**config.mk**
```make
export PLATFORM = sky130hd
export DESIGN_NAME = clkmon_irq
export DESIGN_NICKNAME = d
export VERILOG_FILES = /design/src/rtl/clkmon_irq_pkg.sv /design/src/rtl/clkmon_edge_detect.sv /design/src/rtl/clkmon_status_reg.sv /design/src/rtl/clkmon_irq_gate.sv /design/src/rtl/clkmon_irq.sv
export SDC_FILE = /design/constraint.sdc
export NUM_CORES = 1
export LEC_CHECK = 0
export BUFFER_PORTS_ARGS = -buffer_cell sky130_fd_sc_hd__buf_2
export CORE_MARGIN = 3
export CORE_UTILIZATION = 47
export CTS_CLUSTER_SIZE = 14
export DETAILED_ROUTE_END_ITERATION = 12
export HOLD_SLACK_MARGIN = 0.12
export PLACE_DENSITY = 0.88
export SYNTH_ARGS = -nofsm -noshare
export SYNTH_HDL_FRONTEND = slang
export SYNTH_SLANG_ARGS = --single-unit
export TNS_END_PERCENT = 10
```
**constraint.sdc**
```tcl
create_clock -name clk -period 2.08 [get_ports clk]
set_input_delay 0 -clock clk [delete_from_list [all_inputs] [get_ports clk]]
set_output_delay 0 -clock clk [all_outputs]
set_load 0.02 [all_outputs]
```
**src/rtl/clkmon_irq_pkg.sv**
```systemverilog
package clkmon_irq_pkg;

    localparam int REG_W = 8;

    localparam int ALARM_BIT = 7;
    localparam int LOCK_BIT  = 6;
    localparam int UNQ_BIT   = 4;

    localparam logic [REG_W-1:0] STS_MASK  = (REG_W'(1) << ALARM_BIT)
                                           | (REG_W'(1) << LOCK_BIT)
                                           | (REG_W'(1) << UNQ_BIT);
    localparam logic [REG_W-1:0] STS_RESET = STS_MASK;

    localparam int ENA_LSB = 2;

    typedef struct packed {
        logic alarm;
        logic lock;
        logic unq;
    } mon_evt_t;

endpackage

```
**src/rtl/clkmon_edge_detect.sv**
```systemverilog
module clkmon_edge_detect
    import clkmon_irq_pkg::*;
#(
    parameter int FIELD_W = 4
) (
    input  logic               clk,
    input  logic               rst_n,
    input  logic               alarm_i,
    input  logic               lock_i,
    input  logic [FIELD_W-1:0] idx_i,
    input  logic               idx_vld_i,
    output mon_evt_t           set_o
);

    typedef struct packed {
        logic primed;
        logic alarm_prev;
        logic lock_prev;
        logic zero_prev;
    } det_state_t;

    det_state_t st_d, st_q;
    logic       zero_now;

    always_comb begin
        zero_now         = idx_vld_i && (idx_i == '0);
        st_d.primed      = 1'b1;
        st_d.alarm_prev  = alarm_i;
        st_d.lock_prev   = lock_i;
        st_d.zero_prev   = zero_now;
        set_o.alarm      = st_q.primed && alarm_i && !st_q.alarm_prev;
        set_o.lock       = st_q.primed && (lock_i != st_q.lock_prev);
        set_o.unq        = st_q.primed && zero_now && !st_q.zero_prev;
    end

    always_ff @(posedge clk or negedge rst_n) begin
        if (!rst_n) begin
            st_q <= '0;
        end else begin
            st_q <= st_d;
        end
    end


    alarm_edge_chk: assert property (@(posedge clk) disable iff (!rst_n)
        st_q.primed && alarm_i && !$past(alarm_i) |-> set_o.alarm);


    lock_edge_chk: assert property (@(posedge clk) disable iff (!rst_n)
        st_q.primed && (lock_i != $past(lock_i)) |-> set_o.lock);

endmodule

```
**src/rtl/clkmon_status_reg.sv**
```systemverilog
module clkmon_status_reg
    import clkmon_irq_pkg::*;
(
    input  logic             clk,
    input  logic             rst_n,
    input  mon_evt_t         set_i,
    input  logic [REG_W-1:0] clr_i,
    output logic [REG_W-1:0] sts_o
);

    typedef struct packed {
        logic [REG_W-1:0] sts;
    } sts_state_t;

    sts_state_t       st_d, st_q;
    logic [REG_W-1:0] set_vec;

    always_comb begin
        set_vec            = '0;
        set_vec[ALARM_BIT] = set_i.alarm;
        set_vec[LOCK_BIT]  = set_i.lock;
        set_vec[UNQ_BIT]   = set_i.unq;
        st_d.sts           = ((st_q.sts & ~(clr_i & STS_MASK)) | set_vec) & STS_MASK;
        sts_o              = st_q.sts;
    end

    always_ff @(posedge clk or negedge rst_n) begin
        if (!rst_n) begin
            st_q.sts <= STS_RESET;
        end else begin
            st_q <= st_d;
        end
    end


    alarm_set_chk: assert property (@(posedge clk) disable iff (!rst_n)
        set_i.alarm |=> sts_o[ALARM_BIT]);


    unq_set_chk: assert property (@(posedge clk) disable iff (!rst_n)
        set_i.unq |=> sts_o[UNQ_BIT]);


    lock_clear_chk: assert property (@(posedge clk) disable iff (!rst_n)
        clr_i[LOCK_BIT] && !set_i.lock |=> !sts_o[LOCK_BIT]);


    alarm_hold_chk: assert property (@(posedge clk) disable iff (!rst_n)
        sts_o[ALARM_BIT] && !clr_i[ALARM_BIT] |=> sts_o[ALARM_BIT]);

endmodule

```
**src/rtl/clkmon_irq_gate.sv**
```systemverilog
module clkmon_irq_gate
    import clkmon_irq_pkg::*;
#(
    parameter int N_EVT = 4
) (
    input  logic             clk,
    input  logic             rst_n,
    input  logic             ena_wr_i,
    input  logic [REG_W-1:0] wdata_i,
    input  logic [N_EVT-1:0] evt_i,
    output logic [REG_W-1:0] ena_o,
    output logic             irq_o
);

    localparam int ENA_MSB = ENA_LSB + N_EVT - 1;

    typedef struct packed {
        logic [N_EVT-1:0] ena;
        logic             irq;
    } gate_state_t;

    gate_state_t st_d, st_q;

    always_comb begin
        st_d     = st_q;
        if (ena_wr_i) begin
            st_d.ena = wdata_i[ENA_MSB:ENA_LSB];
        end
        st_d.irq = |(evt_i & st_q.ena);
        ena_o    = REG_W'(st_q.ena) << ENA_LSB;
        irq_o    = st_q.irq;
    end

    always_ff @(posedge clk or negedge rst_n) begin
        if (!rst_n) begin
            st_q <= '0;
        end else begin
            st_q <= st_d;
        end
    end


    irq_rise_chk: assert property (@(posedge clk) disable iff (!rst_n)
        |(evt_i & ena_o[ENA_MSB:ENA_LSB]) |=> irq_o);


    irq_quiet_chk: assert property (@(posedge clk) disable iff (!rst_n)
        !(|(evt_i & ena_o[ENA_MSB:ENA_LSB])) |=> !irq_o);

endmodule

```
**src/rtl/clkmon_irq.sv**
```systemverilog
module clkmon_irq
    import clkmon_irq_pkg::*;
#(
    parameter int ADDR_W   = 8,
    parameter int FIELD_W  = 4,
    parameter int N_EVT    = 4,
    parameter logic [ADDR_W-1:0] STS_ADDR = ADDR_W'(8'h0F),
    parameter logic [ADDR_W-1:0] ENA_ADDR = ADDR_W'(8'h10)
) (
    input  logic               clk,
    input  logic               rst_n,
    input  logic [ADDR_W-1:0]  bus_addr,
    input  logic               bus_wr,
    input  logic [REG_W-1:0]   bus_wdata,
    input  logic               bus_rd,
    output logic [REG_W-1:0]   bus_rdata,
    input  logic               sync_alarm_i,
    input  logic               dpll_lock_i,
    input  logic [FIELD_W-1:0] best_idx_i,
    input  logic               best_vld_i,
    input  logic [N_EVT-1:0]   vchg_evt_i,
    output logic               irq_o
);

    typedef struct packed {
        logic [REG_W-1:0] rdata;
    } rd_state_t;

    mon_evt_t         mon_set;
    logic [REG_W-1:0] sts_val;
    logic [REG_W-1:0] ena_val;
    logic [REG_W-1:0] sts_clr;
    logic             ena_wr;
    logic             hit_sts;
    logic             hit_ena;
    rd_state_t        rd_d, rd_q;

    always_comb begin
        hit_sts = (bus_addr == STS_ADDR);
        hit_ena = (bus_addr == ENA_ADDR);
        sts_clr = (bus_wr && hit_sts) ? bus_wdata : '0;
        ena_wr  = bus_wr && hit_ena;
        rd_d    = rd_q;
        if (bus_rd) begin
            rd_d.rdata = hit_sts ? sts_val : (hit_ena ? ena_val : '0);
        end
        bus_rdata = rd_q.rdata;
    end

    always_ff @(posedge clk or negedge rst_n) begin
        if (!rst_n) begin
            rd_q <= '0;
        end else begin
            rd_q <= rd_d;
        end
    end

    clkmon_edge_detect #(.FIELD_W(FIELD_W)) u_detect (
        .clk       (clk),
        .rst_n     (rst_n),
        .alarm_i   (sync_alarm_i),
        .lock_i    (dpll_lock_i),
        .idx_i     (best_idx_i),
        .idx_vld_i (best_vld_i),
        .set_o     (mon_set)
    );

    clkmon_status_reg u_status (
        .clk   (clk),
        .rst_n (rst_n),
        .set_i (mon_set),
        .clr_i (sts_clr),
        .sts_o (sts_val)
    );

    clkmon_irq_gate #(.N_EVT(N_EVT)) u_gate (
        .clk      (clk),
        .rst_n    (rst_n),
        .ena_wr_i (ena_wr),
        .wdata_i  (bus_wdata),
        .evt_i    (vchg_evt_i),
        .ena_o    (ena_val),
        .irq_o    (irq_o)
    );


    unmapped_read_chk: assert property (@(posedge clk) disable iff (!rst_n)
        bus_rd && !hit_sts && !hit_ena |=> bus_rdata == '0);


    sts_reserved_chk: assert property (@(posedge clk) disable iff (!rst_n)
        bus_rd && hit_sts |=> (bus_rdata & ~STS_MASK) == '0);

endmodule

```
==> impl_metrics.xml, run 1 <==
<?xml version="1.0" encoding="UTF-8"?>
<metrics>
  <group name="cells_and_area">
    <metric name="final_non_filler_cell_total" unit="">139</metric>
    <metric name="final_core_utilization" unit="%">79.9</metric>
    <metric name="antenna_cells_inserted" unit="">0</metric>
    <metric name="drive_above_1_share" unit="%">37.4</metric>
    <metric name="final_design_area_no_fill" unit="mm^2">0.00123</metric>
    <metric name="num-nets-final" unit="">155</metric>
    <metric name="syn2layout_area_growth" unit="%">55.7</metric>
  </group>
  <group name="clocking">
    <metric name="htreeDepth" unit="">1</metric>
    <metric name="clock_path_buffers" unit="">2</metric>
    <metric name="cts_buffers" unit="">3</metric>
    <metric name="clock_sinks" unit="">18</metric>
    <metric name="clock-root-buffer" unit="">sky130_fd_sc_hd__clkbuf_4</metric>
    <metric name="clk_pin_slew" unit="ps">110</metric>
    <metric name="clock_latency" unit="ps">300</metric>
    <metric name="cts_tree" unit="">done</metric>
    <metric name="post_cts_buffers" unit="">0</metric>
  </group>
  <group name="hold_path">
    <metric name="worst_hold_path_type" unit="">input pin to flip-flop</metric>
    <metric name="worst_hold_path_endpoint" unit="">bus_rdata[4]</metric>
    <metric name="hold_path_startpoint" unit="">bus_addr[3]</metric>
    <metric name="min_delay_path_depth" unit="">4</metric>
  </group>
  <group name="timing">
    <metric name="fin_setup_tns" unit="ps">0</metric>
    <metric name="final_hold_viol_count" unit="">0</metric>
    <metric name="rsz0062_at_grt" unit="">no</metric>
    <metric name="slew_viol_final" unit="">0</metric>
    <metric name="post-route-period-util" unit="%">91.7</metric>
    <metric name="clock_skew" unit="ps">3.32</metric>
    <metric name="min_period" unit="ps">1910</metric>
    <metric name="setup_viols_final" unit="">0</metric>
    <metric name="max_clock_freq" unit="GHz">0.524</metric>
  </group>
  <group name="grt">
    <metric name="number_of_antenna_violations_at_the_first_check_in_global_routing" unit="">0</metric>
    <metric name="global_route_wire_length_before_repair" unit="um">3240</metric>
    <metric name="global_route.usage.total" unit="%">21.6</metric>
    <metric name="vias_in_the_first_global_route" unit="">755</metric>
    <metric name="pin_count_of_the_biggest_net_entering_global_routing" unit="">19</metric>
    <metric name="overflow" unit="">0</metric>
  </group>
  <group name="pwr">
    <metric name="powerDensity" unit="mW/mm^2">571</metric>
    <metric name="total_leakage_power" unit="uW">0.000628</metric>
    <metric name="irDropWorstVdd" unit="mV">0.447</metric>
  </group>
  <group name="setup_path">
    <metric name="timing.critical_path.required" unit="ps">2270</metric>
    <metric name="critical_path.reg2reg.endpoint" unit="">u_gate.irq_o</metric>
    <metric name="worst-r2r-cell-count" unit="">4</metric>
    <metric name="rr_startpoint" unit="">u_gate.ena_o[4]</metric>
    <metric name="setup.reg_to_reg.worst_slack" unit="ps">170</metric>
    <metric name="critPathCaptureType" unit="">flip-flop</metric>
    <metric name="criticalPathCategory" unit="">flip-flop to flip-flop</metric>
    <metric name="worst_ep_arrival_time" unit="ps">2100</metric>
    <metric name="worst_setup_start_kind" unit="">flip-flop</metric>
    <metric name="worst-path-max-fanout" unit="">3</metric>
  </group>
  <group name="placement">
    <metric name="placed_area" unit="um^2">975</metric>
    <metric name="port_buffers" unit="">35</metric>
    <metric name="hpwlAfterDp" unit="um">1310</metric>
    <metric name="finalWeightedCongestion" unit="">0.744</metric>
    <metric name="numPlacedInstances" unit="">113</metric>
  </group>
  <group name="yosys">
    <metric name="yosys-top-cells-count" unit="">15 x sky130_fd_sc_hd__dfrtp_1, 6 x sky130_fd_sc_hd__nand2_1, 5 x sky130_fd_sc_hd__inv_1</metric>
    <metric name="ys.flop_type" unit="">sky130_fd_sc_hd__dfrtp_1</metric>
    <metric name="synth_top_area_cell" unit="">sky130_fd_sc_hd__dfrtp_1</metric>
    <metric name="synth_enable_flop_cells" unit="">0</metric>
    <metric name="synth.lib_cells_used.distinct" unit="">23</metric>
    <metric name="netlist.area_leader.share" unit="%">47.5</metric>
    <metric name="postSynthAreaPerCell" unit="um^2">12.6</metric>
    <metric name="synthesis.area" unit="um^2">791</metric>
    <metric name="ys_async_sr_fraction" unit="%">100</metric>
    <metric name="synth_area_leaders" unit="">sky130_fd_sc_hd__dfrtp_1 47%, sky130_fd_sc_hd__dfstp_2 10%, sky130_fd_sc_hd__mux2_1 5.7%</metric>
    <metric name="ys_seq_elements" unit="">18</metric>
    <metric name="synth.yosys.seq_area_share" unit="%">57.4</metric>
    <metric name="yosys_warnings" unit="">0</metric>
    <metric name="synth.most_common_cell" unit="">sky130_fd_sc_hd__dfrtp_1</metric>
    <metric name="synthesis.instances" unit="">63</metric>
  </group>
  <group name="drt">
    <metric name="drt_pass1_iterations" unit="">4</metric>
    <metric name="vias_per_cell" unit="">5.14</metric>
    <metric name="finalWirelength" unit="um">2060</metric>
    <metric name="remaining_drc_errors" unit="">0</metric>
    <metric name="average_routed_wire_per_standard_cell" unit="um">14.8</metric>
    <metric name="vias" unit="">714</metric>
    <metric name="detail_route.iter0.violations" unit="">11</metric>
    <metric name="detail-route-antenna-nets" unit="">0</metric>
  </group>
  <group name="die">
    <metric name="placeableCoreArea" unit="mm^2">0.00154</metric>
    <metric name="std_cell_rows" unit="">14</metric>
    <metric name="die_w" unit="um">47.0</metric>
    <metric name="io-pin-count" unit="">40</metric>
    <metric name="floorplan.initialDensity" unit="%">51.3</metric>
    <metric name="dieHeight" unit="um">47.0</metric>
    <metric name="die-area" unit="mm^2">0.00221</metric>
  </group>
  <group name="outcome">
    <metric name="run_status" unit="">completed</metric>
  </group>
  <group name="flow_run">
    <metric name="cap_violations" unit="">0</metric>
  </group>
</metrics>
## critical path, cell delays in order (launching register included)
cell and delay [ps]:
sky130_fd_sc_hd__dfrtp_1 430, sky130_fd_sc_hd__a22oi_1 170, sky130_fd_sc_hd__dlygate4sd3_1 590, sky130_fd_sc_hd__nand2_1 50, sky130_fd_sc_hd__dlygate4sd3_1 560
## layer usage
layer  global-route usage [%]  part of all wire, %
met1                     21.9                   34
met2                     42.0                   58
met3                     2.68                  5.7
met4                     11.6                  2.5
met5                        0                    0
## cell type report
cell class | count | area (um^2)
timing repair buffer | 57 | 395
multi-input combinational | 39 | 307
fill | 106 | 310
clock buffer | 4 | 36.3
tap | 16 | 20.0
inverter | 5 | 18.8
sequential | 18 | 454
## how the worst max path moves through the flow
| stage | slack (ps) | to | from | depth (start not counted) |
|---|---|---|---|---|
| after CTS | 250 | u_gate.irq_o | u_gate.ena_o[4] | 4 |
| after floorplan | 1160 | u_gate.ena_o[2] | bus_addr[2] | 4 |
| after global routing | 120 | u_gate.irq_o | u_gate.ena_o[4] | 4 |
| after detailed placement | 950 | u_gate.ena_o[3] | bus_addr[2] | 5 |
| after global placement | 990 | u_gate.ena_o[2] | bus_addr[2] | 5 |
| final | 170 | u_gate.irq_o | u_gate.ena_o[4] | 4 |
## power by group
part           total [uW]  switching, uW  internal, uW
sequential            377           9.55           367
combinational         103           44.3          58.6
clock                 223            116           107
## state kept, by name, summed over array words and instances (netlist names)
signal and flops:
bus_rdata 6, u_detect.st_q 4, u_gate.ena_o 4, u_status.sts_o 3, u_gate.irq_o 1
## repair_timing
item / CTS / global route
resized for setup: 0 / 0
hold buffers: 22 / 0
endpoints found under the setup margin: 0 / 0
endpoints found under the hold margin: 34 / 0
## layout by cell type, fill, tap and decap left out
cell / count
sky130_fd_sc_hd__buf_2: 35
sky130_fd_sc_hd__o2bb2ai_1: 2
sky130_fd_sc_hd__xor2_1: 1
sky130_fd_sc_hd__nor4b_4: 1
sky130_fd_sc_hd__nand2b_1: 3
sky130_fd_sc_hd__nand4_1: 2
sky130_fd_sc_hd__a22o_1: 4
sky130_fd_sc_hd__inv_1: 5
sky130_fd_sc_hd__nand2_1: 6
sky130_fd_sc_hd__o21ai_0: 2
sky130_fd_sc_hd__clkbuf_8: 1
sky130_fd_sc_hd__a32o_1: 1
sky130_fd_sc_hd__nand3_1: 1
sky130_fd_sc_hd__nor2b_1: 1
sky130_fd_sc_hd__conb_1: 3
sky130_fd_sc_hd__dfstp_2: 3
sky130_fd_sc_hd__nor2_1: 1
sky130_fd_sc_hd__clkbuf_4: 3
sky130_fd_sc_hd__nor4_1: 1
sky130_fd_sc_hd__dlygate4sd3_1: 22
sky130_fd_sc_hd__a22oi_1: 3
sky130_fd_sc_hd__mux2_1: 4
sky130_fd_sc_hd__dfrtp_1: 15
sky130_fd_sc_hd__nor4_4: 1
sky130_fd_sc_hd__nand3_2: 1
sky130_fd_sc_hd__nor3_4: 1
## metrics by stage
step	hold WS [ps]	worst slack (ps)	power, uW
after floorplan	-296	1160	410
after global placement	-67.6	987	449
after detailed placement	-57.6	945	454
after CTS	135	255	697
after global routing	150	122	727
final	117	172	703
## logic make-up (layout without fill, tap and decap cells)
logic type | count (synthesis) | after routing | share of synthesized area [%]
other | 2 | 3 | 0.950
AOI/OAI and AO/OA | 12 | 12 | 12.0
and+or+nand+nor | 19 | 19 | 18.5
muxes | 4 | 4 | 5.70
buffers and inverters | 7 | 66 | 4.27
DFF | 18 | 18 | 57.4
xor gates and xnor gates | 1 | 1 | 1.11
(Power assumes the default switching activity.)
==> run 2: changes to the inputs <==
- CELL_PAD_IN_SITES_DETAIL_PLACEMENT: unset -> 0
- CELL_PAD_IN_SITES_GLOBAL_PLACEMENT: unset -> 1
- CORE_ASPECT_RATIO: unset -> 0.75
- CORE_UTILIZATION: 47 -> 35
- PLACE_DENSITY: 0.88 -> 0.87
- REMOVE_ABC_BUFFERS: unset -> 1
==> impl_metrics.xml, run 2 (synthesized netlist as in run 1, its figures left out) <==
<?xml version="1.0" encoding="UTF-8"?>
<metrics>
  <group name="flow_run">
    <metric name="cap_violations" unit="">0</metric>
  </group>
  <group name="setup_path">
    <metric name="crit_path_max_incr_delay" unit="ps">570</metric>
    <metric name="worst_ep_arrival_time" unit="ps">2060</metric>
    <metric name="worst-path-max-fanout" unit="">3</metric>
    <metric name="worst_path_most_repeated_cell" unit="">sky130_fd_sc_hd__dlygate4sd3_1</metric>
    <metric name="critPathCaptureType" unit="">flip-flop</metric>
    <metric name="criticalPathCategory" unit="">flip-flop to flip-flop</metric>
    <metric name="crit_chain" unit="">a22oi_1, dlygate4sd3_1, nand2_1, dlygate4sd3_1</metric>
    <metric name="cell_with_the_biggest_individual_delay_on_the_critical_path" unit="">sky130_fd_sc_hd__dlygate4sd3_1</metric>
    <metric name="timing.critical_path.required" unit="ps">2260</metric>
    <metric name="worst_setup_start_kind" unit="">flip-flop</metric>
  </group>
  <group name="cells_and_area">
    <metric name="num-nets-final" unit="">155</metric>
    <metric name="mostFrequentLayoutCell" unit="">sky130_fd_sc_hd__buf_2</metric>
    <metric name="number_of_flip_flops_under_the_largest_register_name" unit="">6</metric>
    <metric name="most-common-layout-cells" unit="">35 x sky130_fd_sc_hd__buf_2, 22 x sky130_fd_sc_hd__dlygate4sd3_1, 15 x sky130_fd_sc_hd__dfrtp_1, 6 x sky130_fd_sc_hd__nand2_1, 5 x sky130_fd_sc_hd__inv_1</metric>
    <metric name="final_core_utilization" unit="%">59.6</metric>
    <metric name="syn2layout_area_growth" unit="%">55.7</metric>
    <metric name="drive_above_1_share" unit="%">36.6</metric>
    <metric name="antenna_cells_inserted" unit="">0</metric>
  </group>
  <group name="hold_path">
    <metric name="worst_hold_path_type" unit="">input pin to flip-flop</metric>
  </group>
  <group name="timing">
    <metric name="post-route-period-util" unit="%">90.4</metric>
    <metric name="slew_viol_final" unit="">0</metric>
    <metric name="max_clock_freq" unit="GHz">0.532</metric>
    <metric name="final_hold_viol_count" unit="">0</metric>
    <metric name="fin_setup_tns" unit="ps">0</metric>
    <metric name="min_period" unit="ps">1880</metric>
    <metric name="rsz0062_at_grt" unit="">no</metric>
    <metric name="setup_viols_final" unit="">0</metric>
    <metric name="clock_skew" unit="ps">9.51</metric>
  </group>
  <group name="clocking">
    <metric name="clock_path_buffers" unit="">2</metric>
    <metric name="clk_pin_slew" unit="ps">100</metric>
    <metric name="clock_sinks" unit="">18</metric>
    <metric name="post_cts.resized_instances" unit="">0</metric>
    <metric name="clock-root-buffer" unit="">sky130_fd_sc_hd__clkbuf_4</metric>
    <metric name="clock_latency" unit="ps">290</metric>
    <metric name="htreeDepth" unit="">1</metric>
    <metric name="cts_tree" unit="">done</metric>
    <metric name="cts_buffers" unit="">3</metric>
    <metric name="cts_hold_repair.buffers" unit="">22</metric>
    <metric name="post_cts_buffers" unit="">0</metric>
  </group>
  <group name="pwr">
    <metric name="comb_power_share" unit="%">15.6</metric>
    <metric name="powerDensity" unit="mW/mm^2">533</metric>
    <metric name="sequentialPowerShare" unit="%">57.4</metric>
    <metric name="switching_share" unit="%">23.7</metric>
    <metric name="power_switching" unit="uW">156</metric>
    <metric name="total_leakage_power" unit="uW">0.000622</metric>
    <metric name="irDropWorstVdd" unit="mV">0.438</metric>
    <metric name="power.clock.fraction" unit="%">27.1</metric>
    <metric name="internal-power" unit="uW">500</metric>
  </group>
  <group name="drt">
    <metric name="detail_route.iter0.violations" unit="">23</metric>
    <metric name="detail-route-antenna-nets" unit="">0</metric>
    <metric name="finalWirelength" unit="um">1840</metric>
    <metric name="average_routed_wire_per_standard_cell" unit="um">12.5</metric>
    <metric name="remaining_drc_errors" unit="">0</metric>
    <metric name="drt_pass1_iterations" unit="">4</metric>
    <metric name="vias_per_cell" unit="">4.56</metric>
    <metric name="vias" unit="">671</metric>
  </group>
  <group name="die">
    <metric name="die_w" unit="um">60.9</metric>
    <metric name="placeableCoreArea" unit="mm^2">0.00207</metric>
    <metric name="floorplan.initialDensity" unit="%">38.3</metric>
    <metric name="dieHeight" unit="um">47.2</metric>
    <metric name="std_cell_rows" unit="">14</metric>
    <metric name="io-pin-count" unit="">40</metric>
    <metric name="die-area" unit="mm^2">0.00287</metric>
  </group>
  <group name="outcome">
    <metric name="run_status" unit="">completed</metric>
  </group>
  <group name="grt">
    <metric name="pin_count_of_the_biggest_net_entering_global_routing" unit="">19</metric>
    <metric name="overflow" unit="">0</metric>
    <metric name="number_of_antenna_violations_at_the_first_check_in_global_routing" unit="">0</metric>
    <metric name="global_route_wire_length_before_repair" unit="um">2910</metric>
    <metric name="vias_in_the_first_global_route" unit="">672</metric>
    <metric name="global_route.usage.total" unit="%">14.1</metric>
  </group>
  <group name="placement">
    <metric name="port_buffers" unit="">35</metric>
    <metric name="hpwlAfterDp" unit="um">1230</metric>
    <metric name="finalWeightedCongestion" unit="">0.719</metric>
  </group>
</metrics>
run 2: path summary, 6_finish.rpt:
check | start | to | slack [ps] | cells past startpoint
max in group asynchronous | rst_n | u_status.sts_o[7] | 1580 | 2
worst max-delay path | u_gate.ena_o[4] | u_gate.irq_o | 200 | 4
worst max register to register | u_gate.ena_o[4] | u_gate.irq_o | 200 | 4
min in group asynchronous | rst_n | bus_rdata[2] | 170 | 2
worst min register to register | u_detect.st_q[2] | u_status.sts_o[7] | 390 | 1
worst min-delay path | bus_addr[1] | bus_rdata[4] | 130 | 4
run 2: layer usage:
metal,GRT usage (%),share of wire (%)
met1,17.6,43
met2,24.7,51
met3,4.95,6.0
met4,1.30,0
met5,0,0
run 2: cell type report:
cell class	instances	area, um^2
fillers	188	836
multi-input cells	39	307
inverters	5	18.8
clock buffers	4	26.3
repair buffers	57	395
flip-flops and latches	18	454
well taps	24	30.0
run 2: power by group through the flow:
stage | Sequential (uW) | Clock (uW) | Combinational, uW
2_1_floorplan | 382 | 0 | 25.2
3_3_place_gp | 381 | 0 | 68.9
3_5_place_dp | 382 | 0 | 71.5
4_1_cts | 375 | 183 | 101
5_1_grt | 378 | 195 | 113
6_report | 376 | 178 | 102
run 2: critical path, delay by kind of cell, from the launching register on:
kind                   cells  cell delay, ps
AOI/OAI and AO/OA          1             170
buffers and inverters      2            1140
DFF                        1             410
and+or+nand+nor            1              40
run 2: metrics by stage:
stage / total power (uW) / hold slack (ps) / setup WS (ps) / instance area (um^2) / std cells
global placement: 450 / -65.7 / 977 / 985 / 121
floorplan: 408 / -296 / 1160 / 779 / 62
global route: 686 / 160 / 128 / 1230 / 147
finish: 656 / 133 / 199 / 1230 / 147
CTS: 660 / 125 / 259 / 1230 / 147
detailed placement: 453 / -52.9 / 960 / 985 / 121
